### src/rtl/boot_mbox_pkg.sv
package boot_mbox_pkg;
  localparam int DB_WORD_W    = 32;
  localparam int DB_READY_BIT = 0;
  localparam int DB_PHASE_BIT = 1;
  localparam int DB_FIELD_LSB = 2;
  localparam int DB_FIELD_W   = DB_WORD_W - DB_FIELD_LSB;
  localparam int MBOX_ALIGN_W = 4;
  localparam int MBOX_ADDR_W  = 2 * DB_FIELD_W + MBOX_ALIGN_W;

  typedef enum logic [1:0] {
    PH_IDLE      = 2'd0,
    PH_HI_ACCEPT = 2'd1,
    PH_HI_WAIT   = 2'd2,
    PH_BUSY      = 2'd3
  } phase_e;

  typedef struct packed {
    logic                  wr_hit;
    logic                  rd_hit;
    logic                  hi_sel;
    logic [DB_FIELD_W-1:0] field;
  } db_req_t;
endpackage

### src/rtl/boot_mbox_decode.sv
module boot_mbox_decode
  import boot_mbox_pkg::*;
#(
  parameter int PAGE_AW   = 12,
  parameter int DB_OFFSET = 'h160
) (
  input  logic                 wr_en,
  input  logic                 rd_en,
  input  logic [PAGE_AW-1:0]   addr,
  input  logic [DB_WORD_W-1:0] wdata,
  output db_req_t              req
);
  localparam logic [PAGE_AW-1:0] OFS = PAGE_AW'(DB_OFFSET);

  logic word_match;
  logic unused_bits;

  assign word_match  = (addr[PAGE_AW-1:2] == OFS[PAGE_AW-1:2]);
  assign unused_bits = ^{addr[1:0], wdata[DB_READY_BIT]};

  always_comb begin
    req.wr_hit = wr_en & word_match;
    req.rd_hit = rd_en & word_match;
    req.hi_sel = wdata[DB_PHASE_BIT];
    req.field  = wdata[DB_WORD_W-1:DB_FIELD_LSB];
  end
endmodule

### src/rtl/boot_mbox_fsm.sv
module boot_mbox_fsm
  import boot_mbox_pkg::*;
(
  input  logic   clk,
  input  logic   rst_n,
  input  logic   wr_hit,
  input  logic   hi_sel,
  input  logic   cmd_done,
  output phase_e phase,
  output logic   ready,
  output logic   ld_hi,
  output logic   ld_lo,
  output logic   start_q,
  output logic   err_q
);
  phase_e phase_q, phase_d;
  logic   start_d, err_set;

  always_comb begin
    phase_d = phase_q;
    ld_hi   = 1'b0;
    ld_lo   = 1'b0;
    start_d = 1'b0;
    err_set = 1'b0;
    unique case (phase_q)
      PH_IDLE: begin
        if (wr_hit) begin
          if (hi_sel) begin
            ld_hi   = 1'b1;
            phase_d = PH_HI_ACCEPT;
          end else begin
            err_set = 1'b1;
          end
        end
      end
      PH_HI_ACCEPT: begin
        if (wr_hit) err_set = 1'b1;
        phase_d = PH_HI_WAIT;
      end
      PH_HI_WAIT: begin
        if (wr_hit) begin
          if (hi_sel) begin
            ld_hi   = 1'b1;
            phase_d = PH_HI_ACCEPT;
          end else begin
            ld_lo   = 1'b1;
            start_d = 1'b1;
            phase_d = PH_BUSY;
          end
        end
      end
      PH_BUSY: begin
        if (wr_hit)   err_set = 1'b1;
        if (cmd_done) phase_d = PH_IDLE;
      end
      default: phase_d = PH_IDLE;
    endcase
  end

  always_ff @(posedge clk or negedge rst_n) begin
    if (!rst_n) begin
      phase_q <= PH_IDLE;
      start_q <= 1'b0;
      err_q   <= 1'b0;
    end else begin
      phase_q <= phase_d;
      start_q <= start_d;
      if (err_set) err_q <= 1'b1;
    end
  end

  assign phase = phase_q;
  assign ready = (phase_q == PH_IDLE) || (phase_q == PH_HI_WAIT);

  // start is a single-cycle pulse
  p_start_single_r4: assert property (@(posedge clk) disable iff (!rst_n)
    start_q |=> !start_q);

  // error flag never falls outside reset
  p_err_sticky_r10: assert property (@(posedge clk) disable iff (!rst_n)
    err_q |=> err_q);

  // leaving the busy phase needs done
  p_busy_exit_done_r5: assert property (@(posedge clk) disable iff (!rst_n)
    ($rose(ready) && $past(phase_q == PH_BUSY)) |-> $past(cmd_done));
endmodule

### src/rtl/boot_mbox_addr.sv
module boot_mbox_addr
  import boot_mbox_pkg::*;
(
  input  logic                   clk,
  input  logic                   rst_n,
  input  logic                   ld_hi,
  input  logic                   ld_lo,
  input  logic [DB_FIELD_W-1:0]  field,
  output logic [MBOX_ADDR_W-1:0] mbox_addr
);
  logic [DB_FIELD_W-1:0] hi_q, lo_q;

  always_ff @(posedge clk or negedge rst_n) begin
    if (!rst_n) begin
      hi_q <= '0;
    end else if (ld_hi) begin
      hi_q <= field;
    end
  end

  always_ff @(posedge clk or negedge rst_n) begin
    if (!rst_n) begin
      lo_q <= '0;
    end else if (ld_lo) begin
      lo_q <= field;
    end
  end

  assign mbox_addr = {hi_q, lo_q, {MBOX_ALIGN_W{1'b0}}};
endmodule

### src/rtl/boot_mbox_doorbell.sv
module boot_mbox_doorbell
  import boot_mbox_pkg::*;
#(
  parameter int PAGE_AW   = 12,
  parameter int DB_OFFSET = 'h160
) (
  input  logic                   clk,
  input  logic                   rst_n,
  input  logic                   reg_wr_en,
  input  logic                   reg_rd_en,
  input  logic [PAGE_AW-1:0]     reg_addr,
  input  logic [DB_WORD_W-1:0]   reg_wdata,
  output logic [DB_WORD_W-1:0]   reg_rdata,
  output logic                   cmd_start,
  output logic [MBOX_ADDR_W-1:0] cmd_addr,
  input  logic                   cmd_done,
  output logic                   proto_err
);
  db_req_t req;
  phase_e  phase;
  logic    ready, ld_hi, ld_lo;

  boot_mbox_decode #(.PAGE_AW(PAGE_AW), .DB_OFFSET(DB_OFFSET)) u_decode (
    .wr_en (reg_wr_en),
    .rd_en (reg_rd_en),
    .addr  (reg_addr),
    .wdata (reg_wdata),
    .req   (req)
  );

  boot_mbox_fsm u_fsm (
    .clk      (clk),
    .rst_n    (rst_n),
    .wr_hit   (req.wr_hit),
    .hi_sel   (req.hi_sel),
    .cmd_done (cmd_done),
    .phase    (phase),
    .ready    (ready),
    .ld_hi    (ld_hi),
    .ld_lo    (ld_lo),
    .start_q  (cmd_start),
    .err_q    (proto_err)
  );

  boot_mbox_addr u_addr (
    .clk       (clk),
    .rst_n     (rst_n),
    .ld_hi     (ld_hi),
    .ld_lo     (ld_lo),
    .field     (req.field),
    .mbox_addr (cmd_addr)
  );

  always_comb begin
    reg_rdata = '0;
    if (req.rd_hit) reg_rdata[DB_READY_BIT] = ready;
  end

  // start only follows an accepted lower write, and ready is low with it
  p_start_source_r4: assert property (@(posedge clk) disable iff (!rst_n)
    cmd_start |-> ($past(phase) == PH_HI_WAIT) && !ready);

  // a write during a running command changes no address and flags an error
  p_busy_write_ignored_r7: assert property (@(posedge clk) disable iff (!rst_n)
    (phase == PH_BUSY && req.wr_hit) |=> ($stable(cmd_addr) && proto_err));

  // a lower write while idle never starts a command
  p_idle_lo_no_start_r6: assert property (@(posedge clk) disable iff (!rst_n)
    (phase == PH_IDLE && req.wr_hit && !req.hi_sel) |=> (!cmd_start && proto_err));
endmodule

### config.mk
export PLATFORM = sky130hd
export DESIGN_NAME = boot_mbox_doorbell
export DESIGN_NICKNAME = d
export VERILOG_FILES = /design/src/rtl/boot_mbox_pkg.sv /design/src/rtl/boot_mbox_decode.sv /design/src/rtl/boot_mbox_fsm.sv /design/src/rtl/boot_mbox_addr.sv /design/src/rtl/boot_mbox_doorbell.sv
export SDC_FILE = /design/constraint.sdc
export NUM_CORES = 1
export LEC_CHECK = 0
export CORE_ASPECT_RATIO = 1.4
export CORE_MARGIN = 2
export CORE_UTILIZATION = 30
export DETAILED_ROUTE_END_ITERATION = 10
export PLACE_DENSITY = 0.7
export RECOVER_POWER = 100
export SYNTH_ARGS = -nofsm -noshare
export SYNTH_HDL_FRONTEND = slang
export SYNTH_HIERARCHICAL = 1
export SYNTH_SLANG_ARGS = --single-unit
### constraint.sdc
create_clock -name clk -period 3.05 [get_ports clk]
set_input_delay 0.915 -clock clk [delete_from_list [all_inputs] [get_ports clk]]
set_output_delay 0.915 -clock clk [all_outputs]
set_load 0.01 [all_outputs]
==> flow_summary.toml, run 1 <==
[outcome]
outcome = "finished, final reports clean"

[critical_path]
critical_path.reg2reg.endpoint = "u_addr/lo_q[25]$_DFFE_PN0P_"
worst-endpoint-required_ps = 2130
critPathCaptureType = "output port"
worst-r2r-setup-slack_ps = 1600
worstSetupStartpointType = "input port"
critPathKind = "in -> out"
critical_path.reg2reg.startpoint = "u_fsm/phase[0]$_DFFE_PN0P_"
data_arrival_time_of_the_worst_path_ps = 2090
ff2ff_path_depth = 3
critical_path.max_fanout = 2

[route]
firstDrtPassIters = 4
routed_length_per_placed_instance_um = 13.8
drt_iter0_drc = 25
totalWireLength_um = 6210
detail-route-antenna-nets = 0
dr_total_vias = 1789
avgViaCountPerCell = 3.97
route.detailed.drc = 0

[run]
max_cap_viol_count = 0

[synthesis]
postSynthAreaPerCell_um2 = 14.7
post_synth_inst_count = 217
synth_edf_count = 0
sequential_to_total_area_share_from_yosys_stat_pct = 50.1
yosys.cell_types.count = 19
asyncSetResetFlopFracSynth_pct = 100
netlist_area_um2 = 3200
synth-main-ff-cell = "sky130_fd_sc_hd__dfrtp_1"
synth.ff_latch_count = 64
ys_warn_count = 6

[sta]
fin_hold_ws_ps = 458
maximum_clock_skew_at_final_layout_ps = 2.66
setup-violations-final = 0
fmax_mhz = 333
grt_setup_unrepaired = "no"
layout_worst_path_cycle_share_pct = 98.4
count_of_pins_over_their_slew_limit = 0
timing_hold_violations_final = 0
timing.slew.headroom_pct = 18.7
worst_slew_pin_slew_ps = 1220
period_minus_slack_ps = 3000

[worst_hold_path]
min-delay-start = "u_fsm/err_q$_DFFE_PN0P_"
min_delay_worst_endpoint = "u_fsm/err_q$_DFFE_PN0P_"
whs_path_depth = 1
min-delay-path-class = "reg -> reg"

[clock_tree]
ctsRootBufferMaster = "sky130_fd_sc_hd__clkbuf_16"
tritoncts = "done"
cts-root-to-sink-buffers = 2
clock_insertion_delay_worst_skew_ps = 320
clk_pin_slew_ps = 50
cts-htree-levels = 3
numCtsBuffers = 9
clkSinkCount = 64

[global_routing]
grt_first_pass_wirelength_um = 10000
grt_antenna_before_repair = 0
vias_in_the_first_global_route = 1913
largest_net_degree_at_the_start_of_global_routing = 42
grt_remaining_overflow = 0
gr-usage-all-layers_pct = 11.4

[floorplanning]
dieHeight_um = 126
die_area_um2 = 11500
std_cell_rows = 44
starting_density_of_the_core_pct = 30.7
fp.coreArea_um2 = 10400
die_width_um = 91.3
ios = 147

[power_and_ir_drop]
p_leak_nw = 2.28
cellPowerDensity_nw_per_um2 = 466
max-vdd-ir-drop_mv = 0.234
total_power_mw = 2.00

[cells_and_area]
most_frequent_cells_in_the_layout = "sky130_fd_sc_hd__dfrtp_1 (64), sky130_fd_sc_hd__dlygate4sd3_1 (62), sky130_fd_sc_hd__clkdlybuf4s50_1 (36)"
diodes = 0
layout.cells.most_common = "sky130_fd_sc_hd__dfrtp_1"
share_of_final_layout_standard_cells_stronger_than_drive_strength_1_pct = 19.8
final_nets = 357
finish.utilization_pct = 41.2
synthToLayoutAreaGrowth_pct = 34.0

[placement]
io_buffers = 108
gp_congestion = 0.715
dp.final_hpwl_um = 4550
==> cell type report <==
type / count / area, um2
repair buffers: 119 / 1160
fillers: 1005 / 6120
clock inverters: 3 / 40.0
well taps: 138 / 173
clock buffers: 13 / 260
inverters: 3 / 11.3
multi-input cells: 111 / 1040
flip-flops and latches: 64 / 1600
==> worst max-delay path, stage by stage <==
cell and delay (ps):
sky130_fd_sc_hd__clkbuf_2 80, sky130_fd_sc_hd__or4b_4 560, sky130_fd_sc_hd__nor4_4 270, sky130_fd_sc_hd__and2_1 140, sky130_fd_sc_hd__buf_2 120
==> registers in the layout, indices dropped and copies added (netlist names) <==
register       cells
u_fsm/phase        2
u_addr/lo_q       30
u_addr/hi_q       30
u_fsm/start_q      1
u_fsm/err_q        1
==> cells by family after synthesis <==
family / count (synthesis) / synth area share [%]
and+or+nand+nor: 10 / 2.23
DFF: 64 / 50.1
muxes: 60 / 28.2
buffers and inverters: 75 / 18.0
other: 2 / 0.235
AOI/OAI and AO/OA: 6 / 1.33
==> per-stage QoR <==
stage               setup WS (ps)  TNS (ps)  instance area [um2]  std cells
floorplan                     214         0                 3320        250
global placement             -587    -20450                 4150        434
detailed placement           -651    -22880                 4150        434
CTS                          2.70         0                 4450        451
global route                 9.51         0                 4290        451
finish                       48.3         0                 4290        451
==> worst max path at each step <==
stage                 startpoint                    endpoint  slack (ps)
floorplan            reg_addr[9]  u_addr/lo_q[0]$_DFFE_PN0P_         210
global placement     reg_addr[9]                reg_rdata[0]        -590
detailed placement   reg_addr[9]                reg_rdata[0]        -650
CTS                 reg_addr[11]                reg_rdata[0]           3
global route         reg_addr[2]                reg_rdata[0]          10
finish               reg_addr[2]                reg_rdata[0]          50
==> cell usage after synthesis (2+ instances only) <==
library cell | number | area share (%)
sky130_fd_sc_hd__buf_4 | 66 | 15
sky130_fd_sc_hd__dfrtp_1 | 64 | 50
sky130_fd_sc_hd__mux2_4 | 60 | 28
sky130_fd_sc_hd__buf_6 | 6 | 2.1
sky130_fd_sc_hd__inv_1 | 3 | 0.35
sky130_fd_sc_hd__conb_1 | 2 | 0.23
sky130_fd_sc_hd__nand2_1 | 2 | 0.23
sky130_fd_sc_hd__nor4_1 | 2 | 0.39
sky130_fd_sc_hd__or4b_1 | 2 | 0.63
==> timing repair <==
item | CTS | global route
hold buffers | 0 | 0
hold endpoints to repair | 0 | 0
resized for setup | 19 | 10
endpoints found under the setup margin | 31 | 1
pin swaps | 4 | 4
setup buffers | 1 | 0
==> report_power, final <==
group	switching (mW)	total (mW)	internal [mW]
Combinational	0.0590	0.120	0.0613
Sequential	0.00342	0.859	0.856
Clock	0.342	1.02	0.674
==> per-layer routing <==
layer | routed length, um | vias up | share of wire, % | GRT usage (%)
li1 | - | 814 | - | -
met1 | 2400 | 888 | 39 | 13.2
met2 | 3360 | 77 | 54 | 18.6
met3 | 333 | 10 | 5.4 | 3.77
met4 | 118 | 0 | 1.9 | 5.88
met5 | 0 | - | 0 | 0
Power figures use the tool's default switching activity.
==> run 2, diff against run 1 <==
Settings changed: CELL_PAD_IN_SITES_DETAIL_PLACEMENT set to 1, CELL_PAD_IN_SITES_GLOBAL_PLACEMENT set to 2, CORE_UTILIZATION 30 to 26, PLACE_DENSITY 0.7 to 0.88.
==> flow_summary.toml, run 2 (synthesis gave the netlist of run 1 again) <==
[outcome]
outcome = "complete, but fails checks"
violations = "capacitance limit, slew limit"

[critical_path]
worst-endpoint-required_ps = 2130
slowest_stage = "sky130_fd_sc_hd__or4b_4"
critPathCaptureType = "output port"
worst_path_dominant_cell_family = "simple AND/OR/NAND/NOR gates"
critical_path.max_fanout = 2
crit_path_cell_trace = "clkbuf_2 > or4b_4 > nor4_2 > and2_1 > buf_2"
critPathMaxStageDelay_ps = 530
worstSetupStartpointType = "input port"
critPathKind = "in -> out"
critical_path_buf_inv_count = 2
data_arrival_time_of_the_worst_path_ps = 2080

[placement]
dp.final_hpwl_um = 5120
detailedPlace.worstSlack_ps = -642
io_buffers = 108
gp_congestion = 0.660
dpl_cell_area_um2 = 4120

[sta]
grt_setup_unrepaired = "no"
worst_slew_pin_slew_ps = 1610
maximum_clock_skew_at_final_layout_ps = 3.04
timing_hold_violations_final = 0
fmax_mhz = 334
final_critical_path_setup_slack_ps = 58.0
setup-violations-final = 0
timing.slew.headroom_pct = -7.10
layout_worst_path_cycle_share_pct = 98.1
count_of_pins_over_their_slew_limit = 65
period_minus_slack_ps = 2990

[power_and_ir_drop]
share_of_total_power_consumed_by_net_switching_pct = 21.1
total_power_mw = 1.99
p_leak_nw = 2.24
max-vdd-ir-drop_mv = 0.199
switchingPower_mw = 0.420
p_int_mw = 1.57
cellPowerDensity_nw_per_um2 = 477
pwr-share-seq_pct = 43.2
p_clk_share_pct = 50.9
combinationalPowerShare_pct = 5.8

[cells_and_area]
final_nets = 352
layout.cells.most_common = "sky130_fd_sc_hd__dfrtp_1"
postLayoutCellArea_um2 = 4160
share_of_final_layout_standard_cells_stronger_than_drive_strength_1_pct = 15.3
most_frequent_cells_in_the_layout = "sky130_fd_sc_hd__dfrtp_1 (64), sky130_fd_sc_hd__dlygate4sd3_1 (62), sky130_fd_sc_hd__mux2_1 (44)"
synthToLayoutAreaGrowth_pct = 30.1
finish.utilization_pct = 34.8

[floorplanning]
die_width_um = 97.7
die_area_um2 = 13200
fp.coreArea_um2 = 11900
starting_density_of_the_core_pct = 26.8
std_cell_rows = 47
ios = 147
dieHeight_um = 135

[global_routing]
largest_net_degree_at_the_start_of_global_routing = 65
vias_in_the_first_global_route = 2095
grt_first_pass_wirelength_um = 11200
gr-usage-all-layers_pct = 10.9
grt_antenna_before_repair = 1
grt_remaining_overflow = 0

[route]
detail-route-antenna-nets = 0
totalWireLength_um = 6940
dr_total_vias = 1823
routed_length_per_placed_instance_um = 15.2
firstDrtPassIters = 3
avgViaCountPerCell = 4.00
route.detailed.drc = 0
drt_iter0_drc = 24

[clock_tree]
cts-root-to-sink-buffers = 2
numCtsBuffers = 9
tritoncts = "done"
clock_insertion_delay_worst_skew_ps = 320
clkSinkCount = 64
clk_pin_slew_ps = 50
ctsRootBufferMaster = "sky130_fd_sc_hd__clkbuf_16"
cts-htree-levels = 3

[run]
max_cap_viol_count = 1

[worst_hold_path]
min-delay-path-class = "reg -> reg"
-- run 2: changes by cell type in the layout (fill, tap and decap cells not counted), sizes merged --
cell | previous run | this run
clkinvlp | 0 | 1
diode | 0 | 1
buf | 9 | 5
clkdlybuf4s15 | 2 | 0
clkinv | 2 | 3
clkbuf | 22 | 21
-- run 2: path summary, 6_finish.rpt --
path	from	endpoint	slack [ps]	depth (start not counted)
setup / recovery	reg_addr[3]	reg_rdata[0]	60	5
hold / removal	u_fsm/err_q$_DFFE_PN0P_	u_fsm/err_q$_DFFE_PN0P_	460	1
setup reg to reg	u_fsm/phase[0]$_DFFE_PN0P_	u_addr/hi_q[9]$_DFFE_PN0P_	1450	4
hold reg to reg	u_fsm/err_q$_DFFE_PN0P_	u_fsm/err_q$_DFFE_PN0P_	460	1
max in group asynchronous	rst_n	u_addr/lo_q[10]$_DFFE_PN0P_	1000	2
min in group asynchronous	rst_n	u_addr/hi_q[24]$_DFFE_PN0P_	1090	2
-- run 2: layout make-up --
cell class                      instances  area [um2]
Fill cell                            1304        7780
Sequential cell                        64        1600
Timing Repair Buffer                  114        1070
Multi-Input combinational cell        111         991
Clock buffer                           11         243
Tap cell                              147         184
Clock inverter                          5        56.3
Inverter                                3        11.3
Antenna cell                            1        2.50
-- run 2: power by group through the flow --
| stage | clock, mW | sequential (mW) | combinational [mW] |
|---|---|---|---|
| 4_1_cts | 1.05 | 0.859 | 0.125 |
| 3_3_place_gp | 0 | 0.874 | 0.124 |
| 2_1_floorplan | 0 | 0.876 | 0.0968 |
| 3_5_place_dp | 0 | 0.874 | 0.127 |
| 6_report | 1.01 | 0.859 | 0.116 |
| 5_1_grt | 1.08 | 0.859 | 0.127 |
-- run 2: per-layer routing --
| layer | part of all wire (%) | global-route usage [%] | wire length [um] |
|---|---|---|---|
| met1 | 36 | 11.9 | 2530 |
| met4 | 1.9 | 5.32 | 129 |
| met3 | 6.2 | 2.68 | 431 |
| met5 | 0 | 0 | 0 |
| met2 | 56 | 19.7 | 3860 |
-- run 2: metrics by stage --
| stage | hold slack [ps] | cells | TNS, ps |
|---|---|---|---|
| 2_1_floorplan | 488 | 250 | 0 |
| 3_3_place_gp | 445 | 439 | -13510 |
| 3_5_place_dp | 449 | 439 | -15970 |
| 4_1_cts | 473 | 455 | 0 |
| 5_1_grt | 483 | 455 | 0 |
| 6_report | 462 | 456 | 0 |
-- run 2: timing repair --
| item | in CTS | in global routing |
|---|---|---|
| resized for setup | 22 | 8 |
| buffers inserted | 0 | 0 |
| setup endpoints to repair | 1 | 1 |
| pin swaps | 4 | 3 |
| endpoints found under the hold margin | 0 | 0 |
| hold buffers | 0 | 0 |
